File: config.mk
export PLATFORM = sky130hd
export DESIGN_NAME = irq_status_agg
export DESIGN_NICKNAME = d
export VERILOG_FILES = /design/src/rtl/irq_agg_pkg.sv /design/src/rtl/irq_event_latch.sv /design/src/rtl/irq_ctrl_regs.sv /design/src/rtl/irq_line_gen.sv /design/src/rtl/irq_status_agg.sv
export SDC_FILE = /design/constraint.sdc
export NUM_CORES = 1
export LEC_CHECK = 0
export ABC_AREA = 1
export BUFFER_PORTS_ARGS = -buffer_cell sky130_fd_sc_hd__buf_2
export CORE_ASPECT_RATIO = 2
export CORE_MARGIN = 5
export CORE_UTILIZATION = 43
export DETAILED_ROUTE_END_ITERATION = 16
export HOLD_SLACK_MARGIN = 0.08
export PLACE_DENSITY = 0.86
export SLEW_MARGIN = 20
export SYNTH_ARGS = -nofsm -noshare
export SYNTH_HDL_FRONTEND = slang
export SYNTH_SLANG_ARGS = --single-unit
export TNS_END_PERCENT = 5
File: constraint.sdc
create_clock -name clk -period 1.3 [get_ports clk]
set_clock_uncertainty 0.2 [all_clocks]
set_input_delay 0.13 -clock clk [delete_from_list [all_inputs] [get_ports clk]]
set_output_delay 0.13 -clock clk [all_outputs]
set_load 0.02 [all_outputs]
File: src/rtl/irq_agg_pkg.sv
package irq_agg_pkg;

    localparam int DEF_EVT_W = 10;
    localparam int DEF_LVL_W = 6;
    localparam int DEF_IDX_W = 13;
    localparam int DEF_DATA_W = 32;

    typedef enum logic [1:0] {
        ADR_STATUS = 2'd0,
        ADR_MASK   = 2'd1,
        ADR_ACLR   = 2'd2,
        ADR_ALIAS  = 2'd3
    } reg_addr_e;

endpackage

File: src/rtl/irq_event_latch.sv
module irq_event_latch #(
    parameter int W = 10
) (
    input  logic         clk,
    input  logic         rst_n,
    input  logic [W-1:0] set_i,
    input  logic [W-1:0] clr_i,
    output logic [W-1:0] q_o
);

    for (genvar b = 0; b < W; b++) begin : g_bit
        always_ff @(posedge clk or negedge rst_n) begin
            if (!rst_n) begin
                q_o[b] <= 1'b0;
            end else begin
                // a set in the same cycle as a clear wins
                q_o[b] <= (q_o[b] & ~clr_i[b]) | set_i[b];
            end
        end
    end

endmodule

File: src/rtl/irq_ctrl_regs.sv
module irq_ctrl_regs
    import irq_agg_pkg::*;
#(
    parameter int MASK_W = 19,
    parameter int ACLR_W = 10
) (
    input  logic              clk,
    input  logic              rst_n,
    input  logic              wr_en,
    input  logic [1:0]        addr,
    input  logic [MASK_W-1:0] wdata,
    output logic [MASK_W-1:0] mask_o,
    output logic [ACLR_W-1:0] aclr_o
);

    logic hit_mask;
    logic hit_aclr;

    always_comb begin
        hit_mask = wr_en && (reg_addr_e'(addr) == ADR_MASK);
        hit_aclr = wr_en && (reg_addr_e'(addr) == ADR_ACLR);
    end

    always_ff @(posedge clk or negedge rst_n) begin
        if (!rst_n) begin
            mask_o <= '1;
        end else if (hit_mask) begin
            mask_o <= wdata;
        end
    end

    always_ff @(posedge clk or negedge rst_n) begin
        if (!rst_n) begin
            aclr_o <= '0;
        end else if (hit_aclr) begin
            aclr_o <= wdata[ACLR_W-1:0];
        end
    end

endmodule

File: src/rtl/irq_line_gen.sv
module irq_line_gen #(
    parameter int                 W     = 19,
    parameter logic [W-1:0]       CAUSE = '1
) (
    input  logic         clk,
    input  logic         rst_n,
    input  logic [W-1:0] status_i,
    input  logic [W-1:0] mask_i,
    output logic         irq_q
);

    logic pending;

    always_comb begin
        pending = |(status_i & ~mask_i & CAUSE);
    end

    always_ff @(posedge clk or negedge rst_n) begin
        if (!rst_n) begin
            irq_q <= 1'b0;
        end else begin
            irq_q <= pending;
        end
    end

endmodule

File: src/rtl/irq_status_agg.sv
module irq_status_agg
    import irq_agg_pkg::*;
#(
    parameter int EVT_W  = DEF_EVT_W,
    parameter int LVL_W  = DEF_LVL_W,
    parameter int IDX_W  = DEF_IDX_W,
    parameter int DATA_W = DEF_DATA_W
) (
    input  logic              clk,
    input  logic              rst_n,
    input  logic [EVT_W-1:0]  evt_pulse,
    input  logic [LVL_W-1:0]  src_level,
    input  logic [IDX_W-1:0]  txq3_index,
    input  logic              rd_en,
    input  logic              wr_en,
    input  logic [1:0]        addr,
    input  logic [DATA_W-1:0] wdata,
    output logic [DATA_W-1:0] rdata,
    output logic              irq_n
);

    // word layout: events, two idle bits, summary, levels, index
    localparam int SUM_BIT = EVT_W + 2;
    localparam int LVL_LSB = SUM_BIT + 1;
    localparam int MASK_W  = LVL_LSB + LVL_W;
    localparam logic [MASK_W-1:0] CAUSE = {{LVL_W{1'b1}}, 3'b000, {EVT_W{1'b1}}};

    logic [EVT_W-1:0]  evt_q;
    logic [EVT_W-1:0]  clr_vec;
    logic [MASK_W-1:0] mask_q;
    logic [EVT_W-1:0]  aclr_q;
    logic              irq_q;
    logic [MASK_W-1:0] cause_view;
    logic [DATA_W-1:0] status_word;
    logic              unused_wdata;

    assign unused_wdata = ^wdata[DATA_W-1:MASK_W];

    always_comb begin
        clr_vec = '0;
        if (rd_en) begin
            if (reg_addr_e'(addr) == ADR_STATUS) begin
                clr_vec = '1;
            end else if (reg_addr_e'(addr) == ADR_ALIAS) begin
                clr_vec = aclr_q;
            end
        end
    end

    irq_event_latch #(.W(EVT_W)) u_latch (
        .clk   (clk),
        .rst_n (rst_n),
        .set_i (evt_pulse),
        .clr_i (clr_vec),
        .q_o   (evt_q)
    );

    irq_ctrl_regs #(.MASK_W(MASK_W), .ACLR_W(EVT_W)) u_regs (
        .clk    (clk),
        .rst_n  (rst_n),
        .wr_en  (wr_en),
        .addr   (addr),
        .wdata  (wdata[MASK_W-1:0]),
        .mask_o (mask_q),
        .aclr_o (aclr_q)
    );

    always_comb begin
        cause_view = {src_level, 3'b000, evt_q};
    end

    irq_line_gen #(.W(MASK_W), .CAUSE(CAUSE)) u_line (
        .clk      (clk),
        .rst_n    (rst_n),
        .status_i (cause_view),
        .mask_i   (mask_q),
        .irq_q    (irq_q)
    );

    always_comb begin
        status_word = {txq3_index, src_level, irq_q, 2'b00, evt_q};
        irq_n = ~irq_q;
    end

    always_comb begin
        rdata = '0;
        if (rd_en) begin
            unique case (reg_addr_e'(addr))
                ADR_STATUS: rdata = status_word;
                ADR_ALIAS:  rdata = status_word;
                ADR_MASK:   rdata = {{(DATA_W-MASK_W){1'b0}}, mask_q};
                ADR_ACLR:   rdata = {{(DATA_W-EVT_W){1'b0}}, aclr_q};
                default:    rdata = '0;
            endcase
        end
    end

endmodule

After elaboration in Yosys (flattened, before gate mapping):

Cells that the tools add are included.

* equal/unequal tests: 3
* muxes and demuxes: 5
* bitwise gates (word level): 33
* reduce and logical (&&, ||, !) cells: 5

Operators with widths (number)
* case mux 32 bit (3 select lines): 1
* 2-to-1 mux 32 bit: 1
* 2-to-1 mux 10 bit: 3
* bitwise AND 19 bit: 1
* NOT 19 bit: 1
* OR reduction 16 bit: 1
* NOT 1 bit: 11
* bitwise AND 1 bit: 10
* OR 1 bit: 10
* equality test 2 bit, second input constant: 2
* equality test 2 x 1 -> 1 bit, second input constant: 1
* logical AND 1 bit: 2
* logical NOT 2 bit: 1
* OR reduction 2 bit: 1

* register bits after elaboration: 40
* input port bits: 67
* output and inout bits: 33
* logic and storage cells: 59

Depth between registers and ports, before layout:

* depth after elaboration: 7
* depth in mapped cells: 7
* depth with buffers taken out: 7

Modules after synthesis:

From an unflattened synthesis, not the netlist that was laid out.

* cell total of the unflattened synthesis: 399
* area, all modules: 2622.5 um^2

Modules (own cells, without submodules)
* irq_ctrl_regs: instances 1, cells each 130, area each 1271.2 um^2, sequential area each 749.5 um^2
* irq_status_agg: instances 1, cells each 167, area each 732.0 um^2, sequential area each 0.0 um^2
* irq_event_latch: instances 1, cells each 50, area each 400.4 um^2, sequential area each 250.2 um^2
* irq_line_gen: instances 1, cells each 52, area each 219.0 um^2, sequential area each 25.0 um^2

Least setup slack after synthesis:

Ideal clock, no wire load.

* path kind: input to output
* start point: input addr[0]
* end point: output rdata[12]
* data arrival time: 1252 ps
* data required time: 970 ps
* path slack: -282 ps
* cell stages on the path: 5
* path buffers: 0
* cell sequence: inv_1 > ha_1 > nor2_4 > inv_2 > o21ai_0

* cells in the longest elaborated chain, start to end: 4
* elaborated cells between the ends (all ways): 7
* classes of those cells: eq/ne (3); mux (2); reduce/logical (2)

Ends and longest elaborated chain
* from (decl): RTL line irq_status_agg.sv:16 `input logic [1:0] addr,`
* equality test 2 bit or logical NOT 2 bit (tied branches): RTL line irq_status_agg.sv:88 `unique case (reg_addr_e'(addr))`
* OR reduction 2 bit (no source line)
* case mux 32 bit (3 select lines) (*): RTL line irq_status_agg.sv:88
* 2-to-1 mux 32 bit (*): RTL line irq_status_agg.sv:87 `if (rd_en) begin`
* to (decl): RTL line irq_status_agg.sv:18 `output logic [DATA_W-1:0] rdata,`

Mark *: on every way between the ends. The rest lies on a longest branch, timed or not.

Final worst setup path:

* start point: register u_regs.mask_o[5]
* end point: output rdata[5]

* cells in the longest elaborated chain, start to end: 2

Ends and longest elaborated chain
* from (decl): RTL line irq_ctrl_regs.sv:12 `output logic [MASK_W-1:0] mask_o,`
* from (signal assigned): RTL line irq_ctrl_regs.sv:28 `mask_o <= wdata;`
* case mux 32 bit (3 select lines): RTL line irq_status_agg.sv:88
* 2-to-1 mux 32 bit: RTL line irq_status_agg.sv:87

No other way between the ends.

==> results.yml <==
run_status:
  run_status: "complete, but fails checks"
  failed_checks: "negative setup slack"
routing:
  detailroute.via_count: 2521
  route.detailed.drc: 0
  vias_per_cell: 4.90
  avgRoutedWirePerCell_um: 14.9
  detail_route.first_pass.iterations: 4
  antenna_left: 0
  routed_wirelength_um: 7650
  detail_route.iter0.violations: 92
global_routing:
  gr-usage-met2_pct: 43.9
  first_pass_grt_wire_length_um: 11800
  highest_utilization_routing_layer_at_the_global_route_stage: "met2"
  grt_use_met3_pct: 3.42
  grt_remaining_overflow: 0
  m1_gr_usage_pct: 21.5
  grt_pass1_vias: 2636
  number_of_antenna_violations_at_the_first_check_in_global_routing: 0
  gr-usage-all-layers_pct: 23.0
  grt_max_degree: 33
clock_network:
  cts_tree: "done"
  cts.root.buffer_cell: "sky130_fd_sc_hd__clkbuf_8"
  clock_tree.buffer_depth: 2
  cts.htree.levels: 2
  clk_pin_slew_worst_paths_ns: 0.08
  postCtsSetupBuffers: 0
  clock_insertion_delay_worst_skew_ns: 0.30
  cts.sink_count: 40
  cts-buffers-inserted: 5
floorplanning:
  die_height_um: 113
  core_area_sq_mm: 0.00518
  initial_utilization_pct: 44.3
  rows: 37
  design.die.area_sq_mm: 0.00699
  chipWidth_um: 61.7
  boundaryPins: 100
timing:
  final_max_slew_viol_count: 0
  rsz0062_at_grt: "yes"
  worstMarginPinSlew_ns: 0.335
  report.final.hold_viol_count: 0
  hold-worst-slack_ns: 0.0788
  layout_min_cycle_time_ns: 1.64
  finalWorstSetupSlack_ns: -0.342
  setup-violations-final: 32
  post-route-period-util_pct: 126
  slew_headroom_pct: 77.6
  max_freq_mhz: 609
min_path:
  hold_class: "in2reg"
pwr:
  worst_ir_drop_vdd_mv: 0.964
  p_leak_uw: 0.00197
  cell_pwr_density_mw_per_mm2: 991
  finalPower_uw: 3870
logic_synthesis:
  synth_top_cell_by_area: "sky130_fd_sc_hd__dfrtp_1"
  synthesis.nets: 389
  netlist_instances: 318
  ys_types: 22
  post-synth-top-area-fraction_pct: 22.9
  yosys_warnings: 0
  postSynthAreaPerCell_sq_um: 7.22
  seq_area_frac_synth_pct: 44.6
  ranking_of_synthesized_cells_by_area: "sky130_fd_sc_hd__dfrtp_1, sky130_fd_sc_hd__dfstp_2, sky130_fd_sc_hd__nand2_1, sky130_fd_sc_hd__inv_1, sky130_fd_sc_hd__o21ai_0"
  netlist_area_sq_mm: 0.00230
  ys_ff_latch: 40
cells_and_area:
  design.final.nets: 526
  post_route_cells_drive_above_1_share_pct: 43.0
  final_core_util_pct: 75.2
  syn_to_final_growth_pct: 69.9
  layoutNonFillerInstCount: 514
  layout_common_cells: "sky130_fd_sc_hd__nand2_1, sky130_fd_sc_hd__buf_2, sky130_fd_sc_hd__inv_1"
  antenna-diode-count: 0
  final_common_cell: "sky130_fd_sc_hd__nand2_1"
critical_path:
  crit_path_end_kind: "primary output"
  crit_arrival_ns: 1.31
  worst-path-max-fanout: 2
  crit_required_ns: 0.97
  worstSetupStartpointType: "flop"
  critical_path_class: "reg2out"
placed_design:
  gpl.final_weighted_congestion: 0.890
  hpwlAfterDp_um: 5040
  numPlacedInstances: 470
  port_buffers: 86
  detailedPlace.worstSlack_ns: -0.310
job:
  drv.max_cap_violation_count: 0
## timing repair
item                                   4_1_cts  5_1_grt
resized for setup                           88       11
pin swaps                                   20       10
setup endpoints to repair                   32       35
endpoints found under the hold margin       80        0
hold buffers                                36        0
## synthesized netlist by cell type, drive strengths merged
library cell,number
mux2,3
buf,8
a21oi,16
nand2,107
dfstp,19
clkbuf,5
nor2,24
ha,4
nand4,1
o21ai,41
dfrtp,21
inv,62
o31ai,6
nand3,1
## worst max-delay path: stages, from the launching register on
cell	delay, ns
sky130_fd_sc_hd__dfstp_2	0.55
sky130_fd_sc_hd__inv_2	0.05
sky130_fd_sc_hd__o21ai_2	0.10
sky130_fd_sc_hd__nand2_1	0.10
sky130_fd_sc_hd__nand2_2	0.10
sky130_fd_sc_hd__buf_6	0.12
## metal layers
layer	wire length (um)	vias up	part of all wire [%]
met5	0	-	0
met4	285	0	3.7
met3	379	22	5.0
met2	4440	87	58
met1	2550	1175	33
li1	-	1237	-
## report_power, final
group / leakage (uW) / internal [uW] / switching (uW)
registers: 0.000429 / 1480 / 110
clock network: 0.0000552 / 570 / 437
logic: 0.00149 / 601 / 667
## cells by family (layout without fill, tap and decap cells)
group | count (synthesis) | after routing | share of synthesized area (%)
adder cells (fa/ha/maj) | 4 | 4 | 2.18
AND/OR/NAND/NOR | 133 | 133 | 22.5
AO/OA/AOI/OAI | 63 | 63 | 15.4
multiplexers | 3 | 3 | 1.47
buffers and inverters | 75 | 213 | 13.9
flip-flops | 40 | 40 | 44.6
## final timing paths
path | start | end | slack [ns] | cells after the start
max | u_regs.mask_o[5] | rdata[5] | -0.34 | 5
min | wr_en | u_regs.mask_o[12] | 0.08 | 3
min reg2reg | u_regs.mask_o[7] | u_regs.mask_o[7] | 0.28 | 2
max reg2reg | u_regs.mask_o[2] | u_line.irq_q | 0.02 | 6
min in group asynchronous | rst_n | u_latch.q_o[7] | 0.11 | 2
max in group asynchronous | rst_n | u_regs.mask_o[16] | 0.27 | 3
## layout make-up
class / instances / area [sq um]
clock buffer: 6 / 72.6
clock inverter: 2 / 35.0
fill: 345 / 1280
inverter: 62 / 240
multi-input combinational: 203 / 1190
sequential: 40 / 1020
tap: 58 / 72.6
timing repair buffer: 143 / 1260
## metrics by stage
| stage | cell area [sq um] | setup TNS [ns] |
|---|---|---|
| after CTS | 3880 | -6.18 |
| final | 3900 | -6.29 |
| after global routing | 3900 | -8.09 |
| after floorplan | 2520 | 0 |
| after detailed placement | 3190 | -11.63 |
| after global placement | 3190 | -10.17 |
## flip-flops by register name, indices dropped and copies added, names as in the netlist
register,flops
u_latch.q_o,10
u_line.irq_q,1
u_regs.aclr_o,10
u_regs.mask_o,19
(Power assumes the default switching activity.)
